===== src/rtl/gec_pkg.sv =====
// Shared constants for the gated event counter.
// Assumes: the policy code is a 2-bit field; the unlisted code 2'b11 behaves as zero.
package gec_pkg;
    localparam logic [1:0] WM_REPEAT = 2'b00;
    localparam logic [1:0] WM_ZERO   = 2'b01;
    localparam logic [1:0] WM_STRICT = 2'b10;
endpackage


===== src/rtl/gec_sync_edge.sv =====
// Multi-flop synchroniser plus edge detector for one asynchronous line.
// Assumes: STAGES >= 2; pulses last at least one clock so that one edge is seen.
module gec_sync_edge #(
    parameter int STAGES = 2
) (
    input  logic clk,
    input  logic rst_n,
    input  logic din,
    output logic level,
    output logic rise,
    output logic fall
);
    logic [STAGES-1:0] shreg;
    logic              prev;

    // Shift the raw input through the synchroniser chain and keep one delayed copy.
    always_ff @(posedge clk) begin
        if (!rst_n) begin
            shreg <= '0;
            prev  <= 1'b0;
        end else begin
            shreg <= {shreg[STAGES-2:0], din};
            prev  <= shreg[STAGES-1];
        end
    end

    // Edge flags compare the synchronised level with its delayed copy.
    always_comb begin
        level = shreg[STAGES-1];
        rise  = level & ~prev;
        fall  = ~level & prev;
    end
endmodule


===== src/rtl/gec_count_core.sv =====
// Counting engine: windowed or accumulated event counting, empty-window policy,
// saturation tracking and the choice of which sample to emit.
// Assumes: synchronised, single-cycle edge pulses; modes held steady between resets.
module gec_count_core
    import gec_pkg::*;
#(
    parameter int CNT_W = 16
) (
    input  logic             clk,
    input  logic             rst_n,
    input  logic             gate_lvl,
    input  logic             gate_rise,
    input  logic             gate_fall,
    input  logic             ev_rise,
    input  logic [1:0]       win_mode,
    input  logic             accum_mode,
    input  logic             sample_strobe,
    output logic             push,
    output logic [CNT_W-1:0] push_cnt,
    output logic             push_sat,
    output logic             gap_set
);
    localparam logic [CNT_W-1:0] CNT_MAX = {CNT_W{1'b1}};

    logic [CNT_W-1:0] cnt, cnt_inc, last_cnt;
    logic             ovf, ovf_inc, last_sat;
    logic             seen_ev;
    logic             ev_en, any_ev, closing;

    // Count enable covers the open window and the closing cycle; saturate at all ones.
    always_comb begin
        ev_en   = ev_rise & (gate_lvl | gate_fall);
        cnt_inc = (ev_en && cnt != CNT_MAX) ? cnt + 1'b1 : cnt;
        ovf_inc = ovf | (ev_en & (cnt == CNT_MAX));
        any_ev  = seen_ev | ev_rise;
        closing = gate_fall & ~accum_mode;
    end

    // Decide whether a sample leaves this cycle and what it carries.
    always_comb begin
        push     = 1'b0;
        push_cnt = cnt_inc;
        push_sat = ovf_inc;
        gap_set  = 1'b0;
        if (accum_mode) begin
            push = sample_strobe;
        end else if (closing) begin
            case (win_mode)
                WM_REPEAT: begin
                    push = 1'b1;
                    if (cnt_inc == '0) begin
                        push_cnt = last_cnt;
                        push_sat = last_sat;
                    end
                end
                WM_STRICT: begin
                    push    = any_ev;
                    gap_set = ~any_ev;
                end
                default: push = 1'b1;
            endcase
        end
    end

    // Running count: restarts on a gate opening unless accumulating.
    always_ff @(posedge clk) begin
        if (!rst_n) begin
            cnt <= '0;
            ovf <= 1'b0;
        end else if (gate_rise && !accum_mode) begin
            cnt <= ev_en ? {{(CNT_W-1){1'b0}}, 1'b1} : '0;
            ovf <= 1'b0;
        end else begin
            cnt <= cnt_inc;
            ovf <= ovf_inc;
        end
    end

    // Remember whether any event edge arrived since the last closing.
    always_ff @(posedge clk) begin
        if (!rst_n)       seen_ev <= 1'b0;
        else if (closing) seen_ev <= 1'b0;
        else if (ev_rise) seen_ev <= 1'b1;
    end

    // Keep the most recent emitted sample for the repeat policy.
    always_ff @(posedge clk) begin
        if (!rst_n) begin
            last_cnt <= '0;
            last_sat <= 1'b0;
        end else if (push) begin
            last_cnt <= push_cnt;
            last_sat <= push_sat;
        end
    end
endmodule


===== src/rtl/gec_sample_fifo.sv =====
// Small sample queue with a valid/ready read side and a drop-on-full write side.
// Assumes: DEPTH is a power of two; a pop in the same cycle makes room for a push.
module gec_sample_fifo #(
    parameter int W     = 17,
    parameter int DEPTH = 8
) (
    input  logic         clk,
    input  logic         rst_n,
    input  logic         push,
    input  logic [W-1:0] wdata,
    input  logic         pop,
    output logic [W-1:0] rdata,
    output logic         not_empty,
    output logic         full,
    output logic         dropped
);
    localparam int AW = (DEPTH > 1) ? $clog2(DEPTH) : 1;

    logic [W-1:0]  mem [DEPTH];
    logic [AW-1:0] wr_ptr, rd_ptr;
    logic [AW:0]   level;
    logic          do_push, do_pop;

    // Status and handshake qualifiers.
    always_comb begin
        not_empty = (level != '0);
        full      = (level == (AW+1)'(DEPTH));
        do_pop    = pop & not_empty;
        do_push   = push & (~full | do_pop);
        dropped   = push & full & ~do_pop;
        rdata     = mem[rd_ptr];
    end

    // Storage write.
    always_ff @(posedge clk) begin
        if (do_push) mem[wr_ptr] <= wdata;
    end

    // Pointer and fill-level bookkeeping.
    always_ff @(posedge clk) begin
        if (!rst_n) begin
            wr_ptr <= '0;
            rd_ptr <= '0;
            level  <= '0;
        end else begin
            if (do_push) wr_ptr <= (wr_ptr == AW'(DEPTH-1)) ? '0 : wr_ptr + 1'b1;
            if (do_pop)  rd_ptr <= (rd_ptr == AW'(DEPTH-1)) ? '0 : rd_ptr + 1'b1;
            level <= level + (AW+1)'(do_push) - (AW+1)'(do_pop);
        end
    end
endmodule


===== src/rtl/gated_event_counter.sv =====
// Top: synchronises gate and event lines, counts per window or in accumulate mode,
// queues samples and keeps the sticky gap and overrun flags.
// Assumes: clock fast enough that the shortest pulse spans at least one clock.
module gated_event_counter #(
    parameter int CNT_W       = 16,
    parameter int FIFO_DEPTH  = 8,
    parameter int SYNC_STAGES = 2
) (
    input  logic             clk,
    input  logic             rst_n,
    input  logic             gate_in,
    input  logic             event_in,
    input  logic [1:0]       win_mode,
    input  logic             accum_mode,
    input  logic             sample_strobe,
    input  logic             clear_flags,
    output logic             out_valid,
    input  logic             out_ready,
    output logic [CNT_W-1:0] out_count,
    output logic             out_sat,
    output logic             err_gap,
    output logic             err_overrun
);
    localparam int NLINES = 2;
    localparam int SMP_W  = CNT_W + 1;

    logic [NLINES-1:0] raw, lvl, rise, fall;
    logic              push, push_sat, gap_set, dropped, fifo_full;
    logic [CNT_W-1:0]  push_cnt;
    logic [SMP_W-1:0]  head;

    assign raw = {event_in, gate_in};

    // One synchroniser and edge detector per asynchronous line.
    for (genvar g = 0; g < NLINES; g++) begin : g_line
        gec_sync_edge #(.STAGES(SYNC_STAGES)) u_sync (
            .clk(clk), .rst_n(rst_n), .din(raw[g]),
            .level(lvl[g]), .rise(rise[g]), .fall(fall[g])
        );
    end

    gec_count_core #(.CNT_W(CNT_W)) u_core (
        .clk(clk), .rst_n(rst_n),
        .gate_lvl(lvl[0]), .gate_rise(rise[0]), .gate_fall(fall[0]),
        .ev_rise(rise[1]),
        .win_mode(win_mode), .accum_mode(accum_mode), .sample_strobe(sample_strobe),
        .push(push), .push_cnt(push_cnt), .push_sat(push_sat), .gap_set(gap_set)
    );

    gec_sample_fifo #(.W(SMP_W), .DEPTH(FIFO_DEPTH)) u_fifo (
        .clk(clk), .rst_n(rst_n),
        .push(push), .wdata({push_sat, push_cnt}),
        .pop(out_ready), .rdata(head),
        .not_empty(out_valid), .full(fifo_full), .dropped(dropped)
    );

    // Unpack the queue head onto the output ports.
    always_comb begin
        out_count = head[CNT_W-1:0];
        out_sat   = head[CNT_W];
    end

    // Sticky error flags; a new event wins over a clear in the same cycle.
    always_ff @(posedge clk) begin
        if (!rst_n) begin
            err_gap     <= 1'b0;
            err_overrun <= 1'b0;
        end else begin
            if (gap_set)          err_gap <= 1'b1;
            else if (clear_flags) err_gap <= 1'b0;
            if (dropped)          err_overrun <= 1'b1;
            else if (clear_flags) err_overrun <= 1'b0;
        end
    end
endmodule


===== config.mk =====
export PLATFORM = sky130hd
export DESIGN_NAME = gated_event_counter
export DESIGN_NICKNAME = d
export VERILOG_FILES = /design/src/rtl/gec_pkg.sv /design/src/rtl/gec_sync_edge.sv /design/src/rtl/gec_count_core.sv /design/src/rtl/gec_sample_fifo.sv /design/src/rtl/gated_event_counter.sv
export SDC_FILE = /design/constraint.sdc
export NUM_CORES = 1
export LEC_CHECK = 0
export CORE_MARGIN = 2
export CORE_UTILIZATION = 43
export DETAILED_ROUTE_END_ITERATION = 10
export REMOVE_ABC_BUFFERS = 1
export SLEW_MARGIN = 40
export SYNTH_ARGS = -nofsm -noshare
export SYNTH_HDL_FRONTEND = slang
export SYNTH_SLANG_ARGS = --single-unit

===== constraint.sdc =====
create_clock -name clk -period 4.4 [get_ports clk]
set_clock_uncertainty 0.15 [all_clocks]
set_input_delay 0.88 -clock clk [delete_from_list [all_inputs] [get_ports clk]]
set_output_delay 0.88 -clock clk [all_outputs]
set_load 0.1 [all_outputs]

==> Yosys cells after proc, flatten, opt, wreduce, memory -nomap -nowiden <==
Memory sizes are Yosys's and may differ from the RTL's. A register that Yosys moved wholly into a read port is not among the register bits.
Index checks and enable logic that the tools add are counted.
{ "op_classes": {"add_sub_neg": 5, "n_eq_ne": 6, "mux": 26, "bitwise_logic": 22, "n_reduce_logical": 10} }
{ "ops": {"columns": ["operator", "n"], "rows": [
  ["$mux W16", 6],
  ["$add A16 B1 Y16 const B", 1],
  ["$eq A16 B16 Y1 const B", 1],
  ["$logic_not A16 Y1", 1],
  ["$mux W1", 16],
  ["$ne A16 B16 Y1 const B", 1],
  ["$mux W3", 4],
  ["$and A1 B1 Y1", 10],
  ["$not A1 Y1", 8],
  ["$add A3 B1 Y3 const B", 2],
  ["$eq A3 B3 Y1 const B", 2],
  ["$add A4 B1 Y4", 1],
  ["$eq A4 B4 Y1 const B", 1],
  ["$or A1 B1 Y1", 4],
  ["$reduce_bool A2 Y1", 2],
  ["$reduce_bool A4 Y1", 1],
  ["$reduce_or A2 Y1", 2],
  ["$sub A4 B1 Y4", 1],
  ["$eq A2 B2 Y1 const B", 1],
  ["$logic_and A1 B1 Y1", 2],
  ["$logic_not A2 Y1", 1],
  ["$logic_not A1 Y1", 1]
]} }
{ "word_totals": {"regBits": 53, "ram_bits": 136, "in_bits": 10, "out_inout_bits": 20, "mem_count": 1} }
{ "memory_table": {"columns": ["memory", "words", "width", "read_ports", "rd_ports_with_merged_regs", "write_ports", "line", "text"], "rows": [
  ["u_fifo.mem", 8, 17, 1, 1, 1, "gec_sample_fifo.sv:19", "logic [W-1:0] mem [DEPTH];"]
]} }

==> Depth between registers and ports, before layout <==
Gate-level depths: netlist of run 1.
{ "logic_depth": {"word_depth": 11, "ltp_mapped": 12} }

==> By module <==
From an unflattened synthesis of run 1, not the netlist that was laid out.
{ "unflattened": {"hier_cells": 565, "area_unflattened_um2": 8300.5} }
{ "by_module_without_submodules": {"columns": ["mod", "n_inst", "cells_each", "area_per_inst_um2", "seq_area_each_um2"], "rows": [
  ["gec_sample_fifo", 1, 289, 6015.8, 4344.2],
  ["gec_count_core", 1, 254, 2034.5, 700.7],
  ["gec_sync_edge", 2, 8, 91.3, 60.1],
  ["gated_event_counter", 1, 6, 67.6, 40.0]
]} }

==> Least setup slack after synthesis of run 1 <==
No wires, ideal clock.
{ "synth_path": {"path_kind": "register to register", "start": "reg u_fifo.level[2]", "end": "mem u_fifo.mem[2][0] (enable)", "setup_time_ns": 0.441, "arrival_time_ns": 3.710, "required_time_ns": 3.809, "setup_slack_ns": 0.099, "path_stages_with_launch": 8, "n_path_buf": 0, "period_less_slack_ns": 4.301, "path_cell_list": "dfxtp_1 -> inv_1 -> ha_1 -> nand2_1 -> nand2_1 -> nand3_1 -> nand2_1 -> nor4b_1"} }
{ "synth_via": {"elab_chain_cells": 6} }
{ "synth_rtl": {"columns": ["item", "line", "text"], "rows": [
  ["start: declaration", "gec_sample_fifo.sv:21", "logic [AW:0] level;"],
  ["start signal: assignment", "gec_sample_fifo.sv:48", "level <= level + (AW+1)'(do_push) - (AW+1)'(do_pop);"],
  ["$reduce_bool A4 Y1", "gec_sample_fifo.sv:26", "not_empty = (level != '0);"],
  ["net out_valid", "gated_event_counter.sv:17", "output logic out_valid,"],
  ["$and A1 B1 Y1", "gec_sample_fifo.sv:28", "do_pop = pop & not_empty;"],
  ["$or A1 B1 Y1", "gec_sample_fifo.sv:29", "do_push = push & (~full | do_pop);"],
  ["$and A1 B1 Y1", "gec_sample_fifo.sv:29", null],
  ["$mux W1", "gec_sample_fifo.sv:36", "if (do_push) mem[wr_ptr] <= wdata;"],
  ["$mux W1 (implied by the code)", "gec_sample_fifo.sv:36", null],
  ["end: declaration", "gec_sample_fifo.sv:19", null]
]} }
The timed path passes the listed nets, and every way through them passes these cells.

==> Final worst setup path of run 1 <==
{ "layout_path": {"start": "reg u_core.cnt[0]", "end": "mem u_fifo.mem[2][7], data pin"} }
{ "layout_via": {"elab_chain_cells": 8} }
{ "layout_rtl": {"columns": ["item", "line", "text"], "rows": [
  ["start: declaration", "gec_count_core.sv:25", "logic [CNT_W-1:0] cnt, cnt_inc, last_cnt;"],
  ["start signal: assignment", "gec_count_core.sv:71", "cnt <= ev_en ? {{(CNT_W-1){1'b0}}, 1'b1} : '0;"],
  ["start signal: assignment", "gec_count_core.sv:74", "cnt <= cnt_inc;"],
  ["branches (longest 2 deep; another with $add A16 B1 Y16)", null, null],
  ["$mux W16 (*)", "gec_count_core.sv:33", "cnt_inc = (ev_en && cnt != CNT_MAX) ? cnt + 1'b1 : cnt;"],
  ["$logic_not A16 Y1", "gec_count_core.sv:51", "if (cnt_inc == '0) begin"],
  ["$mux W16", "gec_count_core.sv:51", null],
  ["$mux W16", "gec_count_core.sv:48", "case (win_mode)"],
  ["$mux W16", "gec_count_core.sv:47", "end else if (closing) begin"],
  ["$mux W16 (*)", "gec_count_core.sv:45", "if (accum_mode) begin"],
  ["net push_cnt[7]", "gated_event_counter.sv:29", "logic [CNT_W-1:0] push_cnt;"]
]} }
Mark *: on every way through the listed nets, which the timed path passes.

==> metrics.md, run 1 <==
| Metric | Value |
|---|---|
| Pleak | ~3.2 nW |
| Num rows | 50 |
| Root Buffer | clkbuf_16 |
| Vias/cell | 5.62 |
| Vias | 4806 |
| Initial antenna violation count | 0 |
| Critical Path Start Type | register |
| First DRT Iteration DRCs | about 320 |
| Post-Place Cell Area | between 8000 and 9000 sq um |
| Filler Cells Inserted | approximately 1600 |
| Unrepaired setup endpoints after global routing | false |
| Share of synthesized registers carrying an async set or reset | 0 |
| Final setup vio count | 0 |
| Worst-Margin Slew | approximately 760 ps |
| Bufs on Longest Clock Path | 2 |
| CP max FO | 18 |
| R2r worst-path depth | 8 |
| Max Cap Violations | 0 |
| Post-synth EDFFs | 136 |
| Port bufs | 29 |
| F_max | between 200 and 300 MHz |
| Worst slew margin | 0.490 |
| Starting Density | 0.436 |
| Final worst slack | 725 ps |
| Most frequent cells in the layout | edfxtp_1 (136), dfxtp_1 (54), nand2_1 (40) |
| CTS H-tree lvls | 4 |
| Setup repair bufs after CTS | 0 |
| Required time of the critical path | 4380 ps |
| Antenna Nets Post-Route | 0 |
| Routability-driven placement congestion ratio | 0.862 |
| CTS Buf Count | 17 |
| DP HPWL | 11000 microns |
| Pwr dens | slightly below 500 nW/um^2 |
| Fin. Hold Viols | 0 |
| Avg Cell Area, Syn | between 10 and 15 sq um |
| Die height | roughly 140 microns |
| Die area | around 20000 sq um |
| Yosys warns | 0 |
| Ports | 30 |
| Yosys reg bits | about 190 |
| Hold Slack | between 200 and 300 ps |
| Crit. End Element | register |
| CTS sink count | approximately 190 |
| Largest net degree at the start of global routing | 35 |
| Syn Inst Count | approximately 570 |
| Pre-antenna DRT Iters | 5 |
| Number of global-route vias before repair | approximately 5000 |
| Die width | 142 microns |
| Hold Path Depth | 1 |
| Setup CP Type | reg2reg |
| Layout cells sized above 1 | 0.232 |
| Hold-fix buffers, CTS | 0 |
| Final net count | 630 |
| Remaining DRCs | 0 |
| Maximum VDD drop | 0.000303 V |
| Core area | about 19000 sq um |
| First-pass GRT wire length | about 28000 microns |
| Syn-to-layout area delta | 14.6% |
| Commonest non-fill, non-tap cell in the layout | edfxtp_1 |
| Worst EP arrival | 3660 ps |
| Final critical-path required period | between 3000 and 4000 ps |
| Hold Path Class | reg2reg |
| Final wirelength | ~18000 microns |
| Antenna cells | 0 |
| Dpl ws | between 600 and 700 ps |
| Post-CTS sizing | 0 |
| Final Slew Violations | 0 |
| Gr ovfl total | 0 |
| Top_reg_cell synth | edfxtp_1 |
| Later-pin clock latency in the skew report | 430 ps |
| Library cells used by synthesis | 55 |
| Cell Area, Synth | roughly 8000 sq um |
| Setup_tns | 0 ps |
| Fin util | 0.500 |
| Seq/Total Area, Yosys | 0.640 |
| CTS tree | yes |
| CTS clock-pin slew for the worst setup and hold paths | 70 ps |
| Status | finished clean |
| Final Instance Area | around 9300 sq um |
| Total GRT Usage | 0.186 |
| DR WL/cell | a little over 20 microns |
| Period utilisation layout | 0.835 |
==> area by class of cell <==
cell class,instances,area [sq um],area share
Tap cell,234,293,0.0314
Timing Repair Buffer,48,388,0.0416
Multi-Input combinational cell,325,2770,0.297
Clock inverter,15,150,0.0161
Clock buffer,17,425,0.0456
Sequential cell,192,5210,0.559
Inverter,24,90.1,0.00967
==> stage by stage <==
| step | std cells | power, mW |
|---|---|---|
| 3_5_place_dp | 823 | 3.14 |
| 6_report | 855 | 4.58 |
| 3_3_place_gp | 823 | 3.13 |
| 5_1_grt | 855 | 4.76 |
| 2_1_floorplan | 541 | 2.91 |
| 4_1_cts | 855 | 4.64 |
==> worst paths after layout <==
check                             from                        end  slack (ps)
max reg2reg              u_core.cnt[0]           u_fifo.mem[2][7]         720
max                      u_core.cnt[0]           u_fifo.mem[2][7]         720
min reg2reg  g_line[0].u_sync.shreg[0]  g_line[0].u_sync.shreg[1]         290
min          g_line[0].u_sync.shreg[0]  g_line[0].u_sync.shreg[1]         290
==> state kept, by name, indices dropped and copies added (netlist names), named ones only <==
signal,count
u_fifo.rd_ptr,3
u_core.last_sat,1
u_fifo.level,4
u_core.cnt,16
g_line.u_sync.shreg,4
err_gap,1
u_core.seen_ev,1
g_line.u_sync.prev,2
u_fifo.mem,136
err_overrun,1
u_fifo.wr_ptr,3
u_core.ovf,1
u_core.last_cnt,16
==> power breakdown <==
group	internal (mW)	switching, mW	total (mW)
logic	0.358	0.707	1.06
clock network	0.799	0.695	1.49
registers	1.97	0.0543	2.02
==> logic make-up after synthesis <==
kind of cell	after synthesis	synth area share
XOR/XNOR	11	0.0118
AND/OR/NAND/NOR	173	0.114
adder cells (fa/ha/maj)	12	0.0194
flip-flops	192	0.640
AO/OA/AOI/OAI	66	0.0566
multiplexers	63	0.133
buffers and inverters	49	0.0248
==> layer usage <==
layer,share of wire,GRT usage,vias to the layer above
li1,-,-,2247
met1,0.46,0.253,2424
met2,0.48,0.306,120
met3,0.048,0.0405,15
met4,0.011,0.0474,0
met5,0,0,-
==> cell usage after synthesis, types with 9 or more instances <==
library cell  count  share of area
mux2_2           21          0.029
nor2b_1           9         0.0069
dfxtp_1          56           0.14
ha_1             11          0.017
clkbuf_1         16         0.0074
o21ai_0          10         0.0062
o21ai_1           9         0.0055
nor2_1           34          0.016
inv_1            24          0.011
edfxtp_1        136           0.50
nand3_1          26          0.016
and2_1           14          0.011
nand2_1          40          0.018
mux4_2           34          0.094
==> critical path: stages (launching register included) <==
cell     delay, ps
dfxtp_1        440
ha_1           270
nand3_1        240
nor4_2         520
a41oi_1        240
and4b_1        300
and4_1         280
nand3_4        300
mux2i_1        630
No activity file was read; power rests on OpenSTA's default activity.
==> run 2, diff against run 1 <==
==> constraint.sdc (replaced) <==
create_clock -name clk -period 3.3 [get_ports clk]
set_clock_uncertainty 0.15 [all_clocks]
set_input_delay 0.66 -clock clk [delete_from_list [all_inputs] [get_ports clk]]
set_output_delay 0.66 -clock clk [all_outputs]
set_load 0.1 [all_outputs]
==> run 2 against run 1 <==
  * Non-clock buffer count rose by 26
  * Utilization rose by 2.8 points
  * Fmax rose by 16%
  * Worst hold slack improved by 1.2 ps
  * Setup slack got worse by 590 ps
  * Combinational power rose by 59%
  * Global-route usage fell by 0.50 points
  * Total power rose by 40%
  * Highest routed layer unchanged
==> metrics.md, run 2 (same netlist as run 1, synthesis figures left out) <==
| Metric | Value |
|---|---|
| Status | finished clean |
| CTS sink count | around 190 |
| Routability-driven placement congestion ratio | ~0.9 |
| Worst-Margin Slew | 704 ps |
| Required time of the critical path | 3330 ps |
| Crit. End Element | register |
| Top flop regs | u_fifo.mem x136, u_core.cnt x16, u_core.last_cnt x16 |
| DP HPWL | about 11000 microns |
| Hold Path Depth | 1 |
| CP cell instances | nand4_1 -> nor4_4 -> buf_4 -> nand4b_1 -> and4b_1 -> and4_1 -> nand3_4 -> buf_4 -> buf_4 -> o21ai_1 -> buf_4 |
| Later-pin clock latency in the skew report | roughly 430 ps |
| R2r worst-path depth | 11 |
| Core area | 18600 sq um |
| Hold Path Origin | g_line[1].u_sync.shreg[0] |
| Final net count | about 660 |
| CP top delay family | simple AND/OR/NAND/NOR gates |
| R2R setup slack | 130 ps |
| Area of the multi-input gates | 2790 sq um |
| Worst slew margin | 0.526 |
| Ports | 30 |
| Root Buffer | clkbuf_16 |
| Die width | 142 microns |
| Commonest non-fill, non-tap cell in the layout | edfxtp_1 |
| Gr ovfl total | 0 |
| WHS Endpoint | g_line[1].u_sync.shreg[1] |
| Layout cells sized above 1 | 0.272 |
| DR WL/cell | approximately 19 microns |
| Remaining DRCs | 0 |
| First-pass GRT wire length | 27200 microns |
| Maximum VDD drop | around 0.00036 V |
| Vias/cell | about 5.5 |
| Most frequent cells in the layout | edfxtp_1 (136), dfxtp_1 (53), buf_4 (42) |
| CP max stage delay | around 460 ps |
| CTS Buf Count | 17 |
| Hold Path Class | reg2reg |
| Most common cell on crit path | buf_4 |
| Hold Slack | 287 ps |
| CP Launch Point | u_core.cnt[4] |
| Worst path bufs/invs | 4 |
| Filler Cells Inserted | ~1500 |
| First DRT Iteration DRCs | 326 |
| Die area | approximately 20000 sq um |
| Final setup vio count | 0 |
| Largest register FFs | approximately 140 |
| F_max | between 300 and 400 MHz |
| Worst R2R End | u_fifo.mem[2][8] |
| Largest net degree at the start of global routing | 35 |
| Critical Path Start Type | register |
| Total GRT Usage | 0.181 |
| Worst EP arrival | around 3200 ps |
| Antenna cells | 0 |
| CTS tree | yes |
| Num rows | 50 |
| CP max FO | 9 |
| Setup CP Type | reg2reg |
| Pleak | 3.42 nW |
| Setup_tns | 0 ps |
| CTS H-tree lvls | 4 |
| Pwr dens | between 600 and 700 nW/um^2 |
| Unrepaired setup endpoints after global routing | false |
| Final wirelength | roughly 17000 microns |
| Antenna Nets Post-Route | 0 |
| Pre-antenna DRT Iters | 4 |
| Initial antenna violation count | 0 |
| Syn-to-layout area delta | 21.1% |
| Period utilisation layout | 0.959 |
| Number of global-route vias before repair | just under 5000 |
| Final critical-path required period | between 3000 and 4000 ps |
| Register area | ~5200 sq um |
| Hold-fix buffers, CTS | 0 |
| Fin. Hold Viols | 0 |
| CP max-delay cell | dfxtp_1 |
| Final Slew Violations | 0 |
| Max Cap Violations | 0 |
| Starting Density | 0.436 |
| Vias | just under 5000 |
| CTS clock-pin slew for the worst setup and hold paths | approximately 70 ps |
| Port bufs | 29 |
| Reg2reg start | u_core.cnt[4] |
| Die height | between 100 and 150 microns |
| Most flops, register | u_fifo.mem |
| Bufs on Longest Clock Path | 2 |
## run 2: power breakdown
group / internal (mW) / total (mW) / switching, mW
combinational: 0.675 / 1.69 / 1.02
clock: 1.14 / 2.06 / 0.918
sequential: 2.63 / 2.66 / 0.0350
## run 2: layout make-up
type	instances	area share
well taps	234	0.0297
flip-flops and latches	192	0.529
multi-input cells	325	0.284
repair buffers	74	0.0879
inverters	24	0.00915
clock inverters	15	0.0175
clock buffers	17	0.0432
## run 2: how the worst max path moves through the flow
stage / end / depth (start not counted)
2_1_floorplan: u_fifo.mem[2][0] / 7
3_3_place_gp: u_fifo.mem[2][15] / 9
3_5_place_dp: u_fifo.mem[5][5] / 10
4_1_cts: u_fifo.mem[1][13] / 10
5_1_grt: u_fifo.mem[5][8] / 11
6_report: u_fifo.mem[2][8] / 11
## run 2: routing by layer
metal  GRT usage  routed length (microns)  vias to the layer above
li1            -                        -                     2312
met1       0.246                     7610                     2406
met2       0.294                     8320                      147
met3      0.0334                      751                       17
met4      0.0647                      210                        0
met5           0                        0                        -
## run 2: timing repair
| item | CTS | global route |
|---|---|---|
| buffers inserted | 0 | 0 |
| pin swaps | 0 | 2 |
| resized for setup | 4 | 6 |
| setup endpoints to repair | 40 | 80 |
## run 2: stage by stage
stage	power [mW]	setup slack, ps	cell area, sq um	cells	util
after floorplan	3.88	-1030	8020	541	-
after global placement	4.40	68.4	9220	849	0.494
after detailed placement	4.43	-59.6	9220	849	0.494
after CTS	6.48	66.6	9840	881	0.528
after global routing	6.67	21.0	9850	881	0.528
final	6.41	134	9850	881	0.528
==> run 3, diff against run 2 <==
--- a/config.mk
+++ b/config.mk
@@ -13,3 +13,4 @@
 export SYNTH_ARGS = -nofsm -noshare
 export SYNTH_HDL_FRONTEND = slang
 export SYNTH_SLANG_ARGS = --single-unit
+export TNS_END_PERCENT = 50
==> results of run 3 <==
No change in the layout: final DEF, timing and power equal those of run 2.
